[src/rtl/b2s_pkg.sv]
package b2s_pkg;
   // beats per command: lane 0 = even word, lane 1 = odd word
   localparam int unsigned BEATS  = 2;
   // rising edges from command capture to read data on the ports
   localparam int unsigned RD_LAT = 2;
endpackage

[src/rtl/b2s_lane.sv]
module b2s_lane #(
   parameter  int unsigned DATA_W = 18,
   parameter  int unsigned BYTE_W = 9,
   parameter  int unsigned AW     = 4,
   localparam int unsigned NB     = DATA_W / BYTE_W
) (
   input  logic              clk,
   input  logic              wr_en,
   input  logic [AW-1:0]     wr_addr,
   input  logic [DATA_W-1:0] wr_data,
   input  logic [NB-1:0]     wr_ben,
   input  logic [AW-1:0]     rd_addr,
   input  logic              fwd_hit,
   output logic [DATA_W-1:0] rd_word
);
   localparam int unsigned DEPTH = 1 << AW;

   logic [DATA_W-1:0] mem [DEPTH];

   // byte-masked commit at the end of the data cycle
   always_ff @(posedge clk) begin
      if (wr_en) begin
         for (int b = 0; b < NB; b++) begin
            if (wr_ben[b]) mem[wr_addr][b*BYTE_W +: BYTE_W] <= wr_data[b*BYTE_W +: BYTE_W];
         end
      end
   end

   // array read with bypass of the write still in flight
   always_comb begin
      rd_word = mem[rd_addr];
      if (fwd_hit) begin
         for (int b = 0; b < NB; b++) begin
            if (wr_ben[b]) rd_word[b*BYTE_W +: BYTE_W] = wr_data[b*BYTE_W +: BYTE_W];
         end
      end
   end
endmodule

[src/rtl/b2s_rdpipe.sv]
module b2s_rdpipe #(
   parameter int unsigned DATA_W = 18,
   parameter int unsigned STAGES = 3
) (
   input  logic              clk,
   input  logic              rst_n,
   input  logic              in_valid,
   input  logic [DATA_W-1:0] in_w0,
   input  logic [DATA_W-1:0] in_w1,
   output logic              out_valid,
   output logic [DATA_W-1:0] out_w0,
   output logic [DATA_W-1:0] out_w1
);
   logic              v_q  [STAGES];
   logic [DATA_W-1:0] w0_q [STAGES];
   logic [DATA_W-1:0] w1_q [STAGES];

   always_ff @(posedge clk or negedge rst_n) begin
      if (!rst_n) begin
         for (int s = 0; s < STAGES; s++) begin
            v_q[s]  <= 1'b0;
            w0_q[s] <= '0;
            w1_q[s] <= '0;
         end
      end else begin
         // zero the data of empty slots so idle outputs read as zero
         v_q[0]  <= in_valid;
         w0_q[0] <= in_valid ? in_w0 : '0;
         w1_q[0] <= in_valid ? in_w1 : '0;
         for (int s = 1; s < STAGES; s++) begin
            v_q[s]  <= v_q[s-1];
            w0_q[s] <= w0_q[s-1];
            w1_q[s] <= w1_q[s-1];
         end
      end
   end

   assign out_valid = v_q[STAGES-1];
   assign out_w0    = w0_q[STAGES-1];
   assign out_w1    = w1_q[STAGES-1];
endmodule

[src/rtl/b2s_sram.sv]
module b2s_sram
   import b2s_pkg::*;
#(
   parameter  int unsigned BYTE_W = 9,
   parameter  int unsigned WORD_W = 18,
   parameter  int unsigned ADDR_W = 4,
   localparam int unsigned NB     = WORD_W / BYTE_W
) (
   input  logic              clk,
   input  logic              rst_n,
   input  logic              cmd_rd,
   input  logic              cmd_wr,
   input  logic [ADDR_W-1:0] cmd_addr,
   input  logic [WORD_W-1:0] wr_beat0,
   input  logic [WORD_W-1:0] wr_beat1,
   input  logic [NB-1:0]     wr_ben0,
   input  logic [NB-1:0]     wr_ben1,
   output logic [WORD_W-1:0] rd_beat0,
   output logic [WORD_W-1:0] rd_beat1,
   output logic              rd_valid
);
   localparam int unsigned PIPE_STAGES = RD_LAT + 1;

   if (BYTE_W != 8 && BYTE_W != 9) begin : g_bad_byte
      $error("b2s_sram: BYTE_W must be 8 or 9");
   end
   if (WORD_W % BYTE_W != 0 || NB == 0) begin : g_bad_word
      $error("b2s_sram: WORD_W must be a non-zero multiple of BYTE_W");
   end
   if (ADDR_W < 1 || ADDR_W > 10) begin : g_bad_addr
      $error("b2s_sram: ADDR_W out of the modelled range 1..10");
   end

   // write command captured; its data arrives next cycle
   logic              wr_pend_q;
   logic [ADDR_W-1:0] wr_addr_q;

   always_ff @(posedge clk or negedge rst_n) begin
      if (!rst_n) begin
         wr_pend_q <= 1'b0;
         wr_addr_q <= '0;
      end else begin
         wr_pend_q <= cmd_wr;
         if (cmd_wr) wr_addr_q <= cmd_addr;
      end
   end

   logic fwd_hit;
   assign fwd_hit = wr_pend_q && (wr_addr_q == cmd_addr);

   logic [WORD_W-1:0] wbeat [BEATS];
   logic [NB-1:0]     wben  [BEATS];
   logic [WORD_W-1:0] rword [BEATS];

   assign wbeat[0] = wr_beat0;
   assign wbeat[1] = wr_beat1;
   assign wben[0]  = wr_ben0;
   assign wben[1]  = wr_ben1;

   // one bank per beat: bank l holds word {pair, l}
   for (genvar l = 0; l < BEATS; l++) begin : g_lane
      b2s_lane #(
         .DATA_W(WORD_W),
         .BYTE_W(BYTE_W),
         .AW    (ADDR_W)
      ) u_lane (
         .clk    (clk),
         .wr_en  (wr_pend_q),
         .wr_addr(wr_addr_q),
         .wr_data(wbeat[l]),
         .wr_ben (wben[l]),
         .rd_addr(cmd_addr),
         .fwd_hit(fwd_hit),
         .rd_word(rword[l])
      );
   end

   b2s_rdpipe #(
      .DATA_W(WORD_W),
      .STAGES(PIPE_STAGES)
   ) u_pipe (
      .clk      (clk),
      .rst_n    (rst_n),
      .in_valid (cmd_rd),
      .in_w0    (rword[0]),
      .in_w1    (rword[1]),
      .out_valid(rd_valid),
      .out_w0   (rd_beat0),
      .out_w1   (rd_beat1)
   );
endmodule

[config.mk]
export PLATFORM = sky130hd
export DESIGN_NAME = b2s_sram
export DESIGN_NICKNAME = d
export VERILOG_FILES = /design/src/rtl/b2s_pkg.sv /design/src/rtl/b2s_lane.sv /design/src/rtl/b2s_rdpipe.sv /design/src/rtl/b2s_sram.sv
export SDC_FILE = /design/constraint.sdc
export NUM_CORES = 1
export LEC_CHECK = 0
export BUFFER_PORTS_ARGS = -buffer_cell sky130_fd_sc_hd__buf_2
export CAP_MARGIN = 20
export CORE_MARGIN = 2
export CORE_UTILIZATION = 50
export CTS_BUF_LIST = sky130_fd_sc_hd__clkbuf_4 sky130_fd_sc_hd__clkbuf_8
export CTS_CLUSTER_SIZE = 40
export DETAILED_ROUTE_END_ITERATION = 7
export HOLD_SLACK_MARGIN = 0.08
export PLACE_DENSITY = 0.66
export SLEW_MARGIN = 20
export SYNTH_ARGS = -nofsm -noshare
export SYNTH_HDL_FRONTEND = slang
export SYNTH_HIERARCHICAL = 1
export SYNTH_SLANG_ARGS = --single-unit
[constraint.sdc]
create_clock -name clk -period 6.3 [get_ports clk]
set_clock_uncertainty 0.2 [all_clocks]
set_input_delay 0.315 -clock clk [delete_from_list [all_inputs] [get_ports clk]]
set_output_delay 0.315 -clock clk [all_outputs]
set_load 0.01 [all_outputs]
==> results of run 1 <==
## synth_stat cells
| master | instances |
|---|---|
| and2_2 | 36 |
| nand2_1 | 114 |
| o21ai_0 | 2 |
| nand4_1 | 40 |
| inv_2 | 1 |
| a2111oi_1 | 1 |
| edfxtp_1 | 576 |
| a22oi_1 | 108 |
| clkbuf_1 | 20 |
| mux2i_1 | 288 |
| o2bb2ai_1 | 1 |
| clkbuf_2 | 3 |
| nor2_1 | 52 |
| nand2b_2 | 1 |
| buf_4 | 60 |
| nor3_1 | 16 |
| xor2_1 | 1 |
| buf_2 | 28 |
| nand2b_1 | 9 |
| nand3_1 | 76 |
| buf_8 | 2 |
| and2_1 | 6 |
| nand4b_1 | 8 |
| buf_6 | 6 |
| nor2_2 | 6 |
| dfrtp_1 | 116 |
| mux2_1 | 2 |
| o2111ai_1 | 1 |
| inv_1 | 2 |
| nor2b_1 | 8 |
## registers in the layout (all words and copies together), names as in the netlist
signal,cells
g_lane.u_lane/mem,576
u_pipe/w0_q,36
u_pipe/w1_q,36
u_pipe/out_w0,18
u_pipe/out_w1,18
wr_addr_q,4
u_pipe/v_q,2
u_pipe/out_valid,1
wr_pend_q,1
## layout make-up
cell class                      count  area, µm²
Inverter                            3       11.3
Timing Repair Buffer              154       1110
Tap cell                          688        861
Fill cell                        4090      22400
Sequential cell                   692      20200
Clock buffer                      174       2110
Clock inverter                     22        188
Multi-Input combinational cell    776       5660
## where the power goes
part / switching (mW) / internal [mW]
Clock: 1.63 / 2.23
Sequential: 0.0505 / 5.07
Combinational: 0.325 / 0.182
Total: 2.01 / 7.48
## worst paths after layout
kind / cells after the start / slack (ps) / to / from
worst min register to register: 0 / 150 / u_pipe/out_w0[4] / u_pipe/w0_q[22]
worst max register to register: 8 / 2630 / u_pipe/w1_q[49] / wr_addr_q[3]
worst max-delay path: 8 / 2630 / u_pipe/w1_q[49] / wr_addr_q[3]
max in group asynchronous: 4 / 4680 / u_pipe/out_valid / rst_n
worst min-delay path: 4 / 150 / g_lane[0].u_lane/mem[0][15] / wr_ben0[1]
min in group asynchronous: 4 / 500 / u_pipe/out_w1[5] / rst_n
## critical path, delay by kind of cell (launching register included)
family           cells  cell delay [ps]
AND/OR/NAND/NOR      6             1440
AO/OA/AOI/OAI        2             1030
flip-flops           1              890
## cell families (layout without fill, tap and decap cells)
| group | count (synthesis) | after routing | synth area share |
|---|---|---|---|
| muxes | 290 | 290 | 0.109 |
| buffers and inverters | 122 | 353 | 0.0297 |
| and+or+nand+nor | 372 | 372 | 0.0700 |
| xor gates and xnor gates | 1 | 1 | 0.000329 |
| AOI/OAI and AO/OA | 113 | 113 | 0.0319 |
| DFF | 692 | 692 | 0.759 |
## repair_timing
| action | in CTS | in global routing |
|---|---|---|
| hold endpoints to repair | 670 | 0 |
| setup buffers | 0 | 0 |
| resized for setup | 0 | 0 |
| hold buffers | 45 | 0 |
## per-stage QoR
stage	instances	hold WS, ps	util	total power, mW	setup slack [ps]
after floorplan	1590	-181	-	5.51	3950
after CTS	2509	92.3	0.573	9.60	2670
after global routing	2509	133	0.573	9.84	2340
after global placement	2268	67.9	0.521	5.68	2830
after detailed placement	2268	70.0	0.521	5.70	2700
final	2509	146	0.573	9.49	2630
## routing by layer
metal / up-vias / wire length, µm / global-route usage
met5: - / 24 / 0
met4: 4 / 1020 / 0.0644
met3: 88 / 2520 / 0.0335
met2: 359 / 26500 / 0.321
met1: 7025 / 23600 / 0.265
li1: 6336 / - / -
==> results.md, run 1 <==
- Clock transition at path regs: 60 ps
- Largest net degree at the start of global routing: approximately 130
- I/O pin count: 85
- CP max stage cell: dfrtp_1
- Period utilization: 0.583
- Chip width: around 230 µm
- Total gr overflow: 0
- Number of remaining DRC errors: 0
- Max Root-Sink Buffers: 3
- Max Freq: about 270 MHz
- Yosys warnings: 6
- Total power divided by cell area: roughly 320 mW/mm²
- Antenna violations before repair: 2
- WL per Instance: approximately 21 µm
- Final setup viols: 0
- Most common cell after layout, fill and taps aside: edfxtp_1
- Number of global-route vias before repair: 14,200
- Global Route Usage Sum: 0.195
- Flops & latches, synth: about 700
- Final instance area: 0.0301 mm²
- Max IR drop VDD: about 0.00015 V
- LEAKAGE: about 11 nW
- Mapped Avg Cell Area: ~17 µm²
- RSZ-0062 raised after global routing: no
- CP dominant cell by count: nand3_1
- Antenna diodes: 0
- Layout cells sized above 1: 0.194
- Iteration-0 DRC count of the detailed router: between 1,000 and 1,500
- Crit-path max cell delay: 890 ps
- Startpoint Class: flop
- Sequence of cells on the critical path: nand2b_2 > o2111ai_1 > a2111oi_2 > and2_1 > nor2b_1 > nand3_1 > nand3_1 > and2_2
- Synth Instances: approximately 1,600
- Num CTS Buffers: 106
- Clk Latency, worst-skew pair: between 600 and 700 ps
- Synth unique cells: 30
- Final #Nets: approximately 1,800
- Final Critical Period: approximately 3700 ps
- Initial Util: 0.506
- Worst EP arrival: 4030 ps
- First-pass iteration count of the detailed router: 5
- Post-synth top area share: 0.650
- Worst Hold Class: primary input to flop
- Post-synthesis sequential area ratio: 0.759
- CTS root buffer: clkbuf_8
- GPL Wtd Cong: slightly above 0.8
- Hpwl dp: around 32 mm
- Row cnt: between 80 and 90
- Commonest non-fill, non-tap cells in the layout: 576 x edfxtp_1, 288 x mux2i_1, 128 x clkbuf_8
- First-pass GRT wire length: 83.1 mm
- Final Hold Vio Count: 0
- Crit path kind: flop to flop
- Status: completed
- Die ar.: 0.0551 mm²
- Syn Nets: 1,638
- Via count: between 10,000 and 15,000
- Max Slew Vio Count: 0
- CP required: around 6700 ps
- CTS tree: built
- Relative slew margins: 0.290
- Post-route ant nets: 0
- DRT Wirelength: 53.7 mm
- Ranking of synthesized cells by area: edfxtp_1 65%, dfrtp_1 11%, mux2i_1 11%
- Post-synth top area cell: edfxtp_1
- Max_cap viols: 0
- Area Overhead vs Synth: 13.2%
- Placement Cell Area: about 0.027 mm²
- PortBufs: 84
- Slew @ Worst Pin: approximately 1100 ps
- Total core area: 0.0526 mm²
- Max H-tree Level: 3
- Setup_tns: 0 ps
- Sinks on Clock Net: a little under 700
- Post-DR vias/cell: 5.50
- Die height: about 230 µm
- Synth Cell Area: 0.0266 mm²
- Setup crit end kind: flop
- CP Max Fanout: 25
Note: power is estimated with default switching activity, not from simulation.
==> inputs of run 2 (changes only) <==
PLACE_DENSITY = 0.69   (was 0.66)
clock period = 3.2 ns   (was 6.3 ns; I/O delays follow)
==> run 2 against run 1 <==
  * The flow now finishes with violations (slew limit, setup timing)
  * Clock power is 86% higher
  * Wire length is 3.2% lower
  * Sequential cell count unchanged
  * First-iteration DRC count rose by 0.56%
  * Total power grew 93%
  * Die area did not move
  * Core utilization up 0.66 points
  * Sequential power up 95%
  * Critical endpoint is now u_pipe/w0_q[50]
==> results.md, run 2 (synthesis results as in run 1) <==
- CP dominant cell by count: dlygate4sd3_1 (was nand3_1)
- Max Slew Vio Count: 13 (was 0)
- Crit path kind: primary input to flop (was flop to flop)
- Final setup viols: 1 (was 0)
- Slew @ Worst Pin: 1510 ps (was 1060 ps)
- Max_cap viols: 0 (unchanged)
- Startpoint Class: primary input (was flop)
- Top reg by flops: g_lane.u_lane/mem (unchanged)
- Clk Latency, worst-skew pair: 690 ps (was 680 ps)
- Largest net degree at the start of global routing: 145 (was 128)
- Clock Power Share: 0.393 (was 0.407)
- Pint: 14.4 mW (was 7.48 mW)
- I/O pin count: 85 (unchanged)
- Hpwl dp: 30.7 mm (was 32.2 mm)
- Sinks on Clock Net: 692 (unchanged)
- Max IR drop VDD: 0.000349 V (was 0.000150 V)
- First-pass iteration count of the detailed router: 5 (unchanged)
- Final Critical Period: about 3200 ps
- Total core area: 0.0526 mm² (unchanged)
- Fin Hold WS: 142 ps (was 146 ps)
- Global Route Usage Sum: 0.190 (was 0.195)
- Die height: 235 µm (unchanged)
- Relative slew margins: -0.00540 (was 0.290)
- Chip width: 235 µm (unchanged)
- First-pass GRT wire length: 81.3 mm (was 83.1 mm)
- Clock transition at path regs: 60 ps (about the same)
- Post-CTS Setup Bufs: 0 (unchanged)
- Die ar.: 0.0551 mm² (unchanged)
- CTS root buffer: clkbuf_8 (unchanged)
- Iteration-0 DRC count of the detailed router: 1,070 (was 1,064)
- CP Max Fanout: 144 (was 25)
- Max Root-Sink Buffers: 3 (unchanged)
- CTS tree: built (unchanged)
- Commonest non-fill, non-tap cells in the layout: 576 x edfxtp_1, 288 x mux2i_1, 116 x dfrtp_1 (was 576 x edfxtp_1, 288 x mux2i_1, 128 x clkbuf_8)
- Number of global-route vias before repair: 14,300 (was 14,200)
- Setup crit end kind: flop (unchanged)
- Crit-path max cell delay: 560 ps (was 890 ps)
- Final #Nets: 1,840 (was 1,781)
- GPL Wtd Cong: 0.764 (was 0.820)
- WL per Instance: 20.2 µm (was 21.4 µm)
- Number of remaining DRC errors: 0 (unchanged)
- CP max stage cell: dlygate4sd3_1 (was dfrtp_1)
- Sw Ratio: 0.214 (was 0.212)
- Failing checks: slew limit, setup timing
- Antenna violations before repair: 1 (was 2)
- PortBufs: 84 (unchanged)
- Via count: 14,000 (was 13,800)
- CP required: 3620 ps (was 6660 ps)
- Flop pwr share: 0.549 (was 0.539)
- Max Freq: between 300 and 400 MHz
- Comb pwr share: 0.059 (was 0.053)
- Final instance area: 0.0305 mm² (was 0.0301 mm²)
- Num CTS Buffers: 104 (was 106)
- DRT Wirelength: 52.0 mm (was 53.7 mm)
- Top flop regs: g_lane.u_lane/mem x576, u_pipe/w0_q x36, u_pipe/w1_q x36 (unchanged)
- Initial Util: 0.506 (unchanged)
- Final Worst Setup Slack: -17.1 ps (was 2630 ps)
- Placement Cell Area: 0.0278 mm² (was 0.0274 mm²)
- Area Overhead vs Synth: 14.5% (was 13.2%)
- Post-DR vias/cell: 5.45 (was 5.50)
- Worst EP arrival: 3640 ps (was 4030 ps)
- Storage element area: 0.0202 mm² (unchanged)
- Sequence of cells on the critical path: dlygate4sd3_1 > buf_8 > buf_12 > mux2i_1 > a22oi_1 > nand4_1 > nand3_1 > and2_2 > dlygate4sd3_1 (was nand2b_2 > o2111ai_1 > a2111oi_2 > and2_1 > nor2b_1 > nand3_1 > nand3_1 > and2_2)
- Row cnt: 84 (unchanged)
- Total power divided by cell area: 600 mW/mm² (was 315 mW/mm²)
- Most common cell after layout, fill and taps aside: edfxtp_1 (unchanged)
- Period utilization: 1.01
- Status: finished, violations left (was completed)
- Antenna diodes: 0 (unchanged)
- Final Hold Vio Count: 0 (unchanged)
- Total gr overflow: 0 (unchanged)
- Fill cells: 3,973 (was 4,090)
- Max reg flops: 576 (unchanged)
- Max H-tree Level: 3 (unchanged)
- LEAKAGE: 11.4 nW (was 11.2 nW)
- Worst Hold Class: flop to flop (was primary input to flop)
- Area of the multi-input gates: 0.00565 mm² (was 0.00566 mm²)
- Layout cells sized above 1: 0.211 (was 0.194)
- Sw Pwr: 3.92 mW (was 2.01 mW)
- Post-route ant nets: 0 (unchanged)
==> run 2: cell count changes in the layout (fill, tap and decap cells not counted), moves of 5 or more <==
| cell | change |
|---|---|
| clkinv_2 | -5 |
| clkinv_1 | +9 |
| clkbuf_4 | +7 |
| clkbuf_8 | -13 |
| dlygate4sd3_1 | +9 |
| buf_4 | +51 |
==> run 2: final timing paths <==
| path | to | start | cells past startpoint | slack, ps |
|---|---|---|---|---|
| hold / removal | u_pipe/out_w0[10] | u_pipe/w0_q[28] | 0 | 140 |
| setup reg to reg | u_pipe/w0_q[41] | wr_addr_q[3] | 10 | 230 |
| setup / recovery | u_pipe/w0_q[50] | cmd_addr[2] | 9 | -20 |
| hold reg to reg | u_pipe/out_w0[10] | u_pipe/w0_q[28] | 0 | 140 |
| max in group asynchronous | u_pipe/out_w0[8] | rst_n | 4 | 2070 |
| min in group asynchronous | u_pipe/w1_q[38] | rst_n | 4 | 420 |
==> run 2: layer usage <==
metal  share of wire  vias up  wire, µm  global-route usage
met5               0        -         0                   0
met4           0.020        0      1060              0.0573
met3           0.057       86      2970              0.0382
met2            0.48      400     25000               0.306
met1            0.44     7048     23000               0.263
li1                -     6464         -                   -
==> run 2: worst max-delay path, delay by kind of cell <==
kind / cells / cell delay (ps)
AO/OA/AOI/OAI: 1 / 310
AND/OR/NAND/NOR: 3 / 390
buffers and inverters: 4 / 1970
multiplexers: 1 / 180
==> run 2: per-stage QoR <==
| stage | instances | utilization | total power, mW | setup TNS, ps | setup slack (ps) |
|---|---|---|---|---|---|
| 3_5_place_dp | 2320 | 0.528 | 11.2 | 0 | 458 |
| 3_3_place_gp | 2320 | 0.528 | 11.2 | 0 | 491 |
| 5_1_grt | 2570 | 0.580 | 19.0 | -18.7 | -18.7 |
| 4_1_cts | 2570 | 0.580 | 18.5 | 0 | 38.5 |
| 2_1_floorplan | 1590 | - | 10.8 | 0 | 846 |
| 6_report | 2570 | 0.580 | 18.3 | -17.1 | -17.1 |
==> run 2: power by group through the flow <==
| stage | Combinational, mW | Sequential, mW | Clock [mW] |
|---|---|---|---|
| after CTS | 1.07 | 10.0 | 7.37 |
| after floorplan | 0.647 | 10.2 | 0 |
| after global placement | 0.980 | 10.2 | 0 |
| final | 1.07 | 10.0 | 7.19 |
| after global routing | 1.17 | 10.1 | 7.76 |
| after detailed placement | 1.01 | 10.2 | 0 |
==> run 2: what timing repair did <==
item | in CTS | in global routing
endpoints found under the hold margin | 1310 | 0
resized for setup | 0 | 3
setup endpoints to repair | 0 | 2
hold buffers | 54 | 0
==> run 2: final cells by class <==
class,count,share of cell area
Sequential cell,692,0.663
Inverter,3,0.000369
Multi-Input combinational cell,776,0.185
Tap cell,688,0.0282
Timing Repair Buffer,215,0.0528
Clock inverter,28,0.00558
Clock buffer,168,0.0650
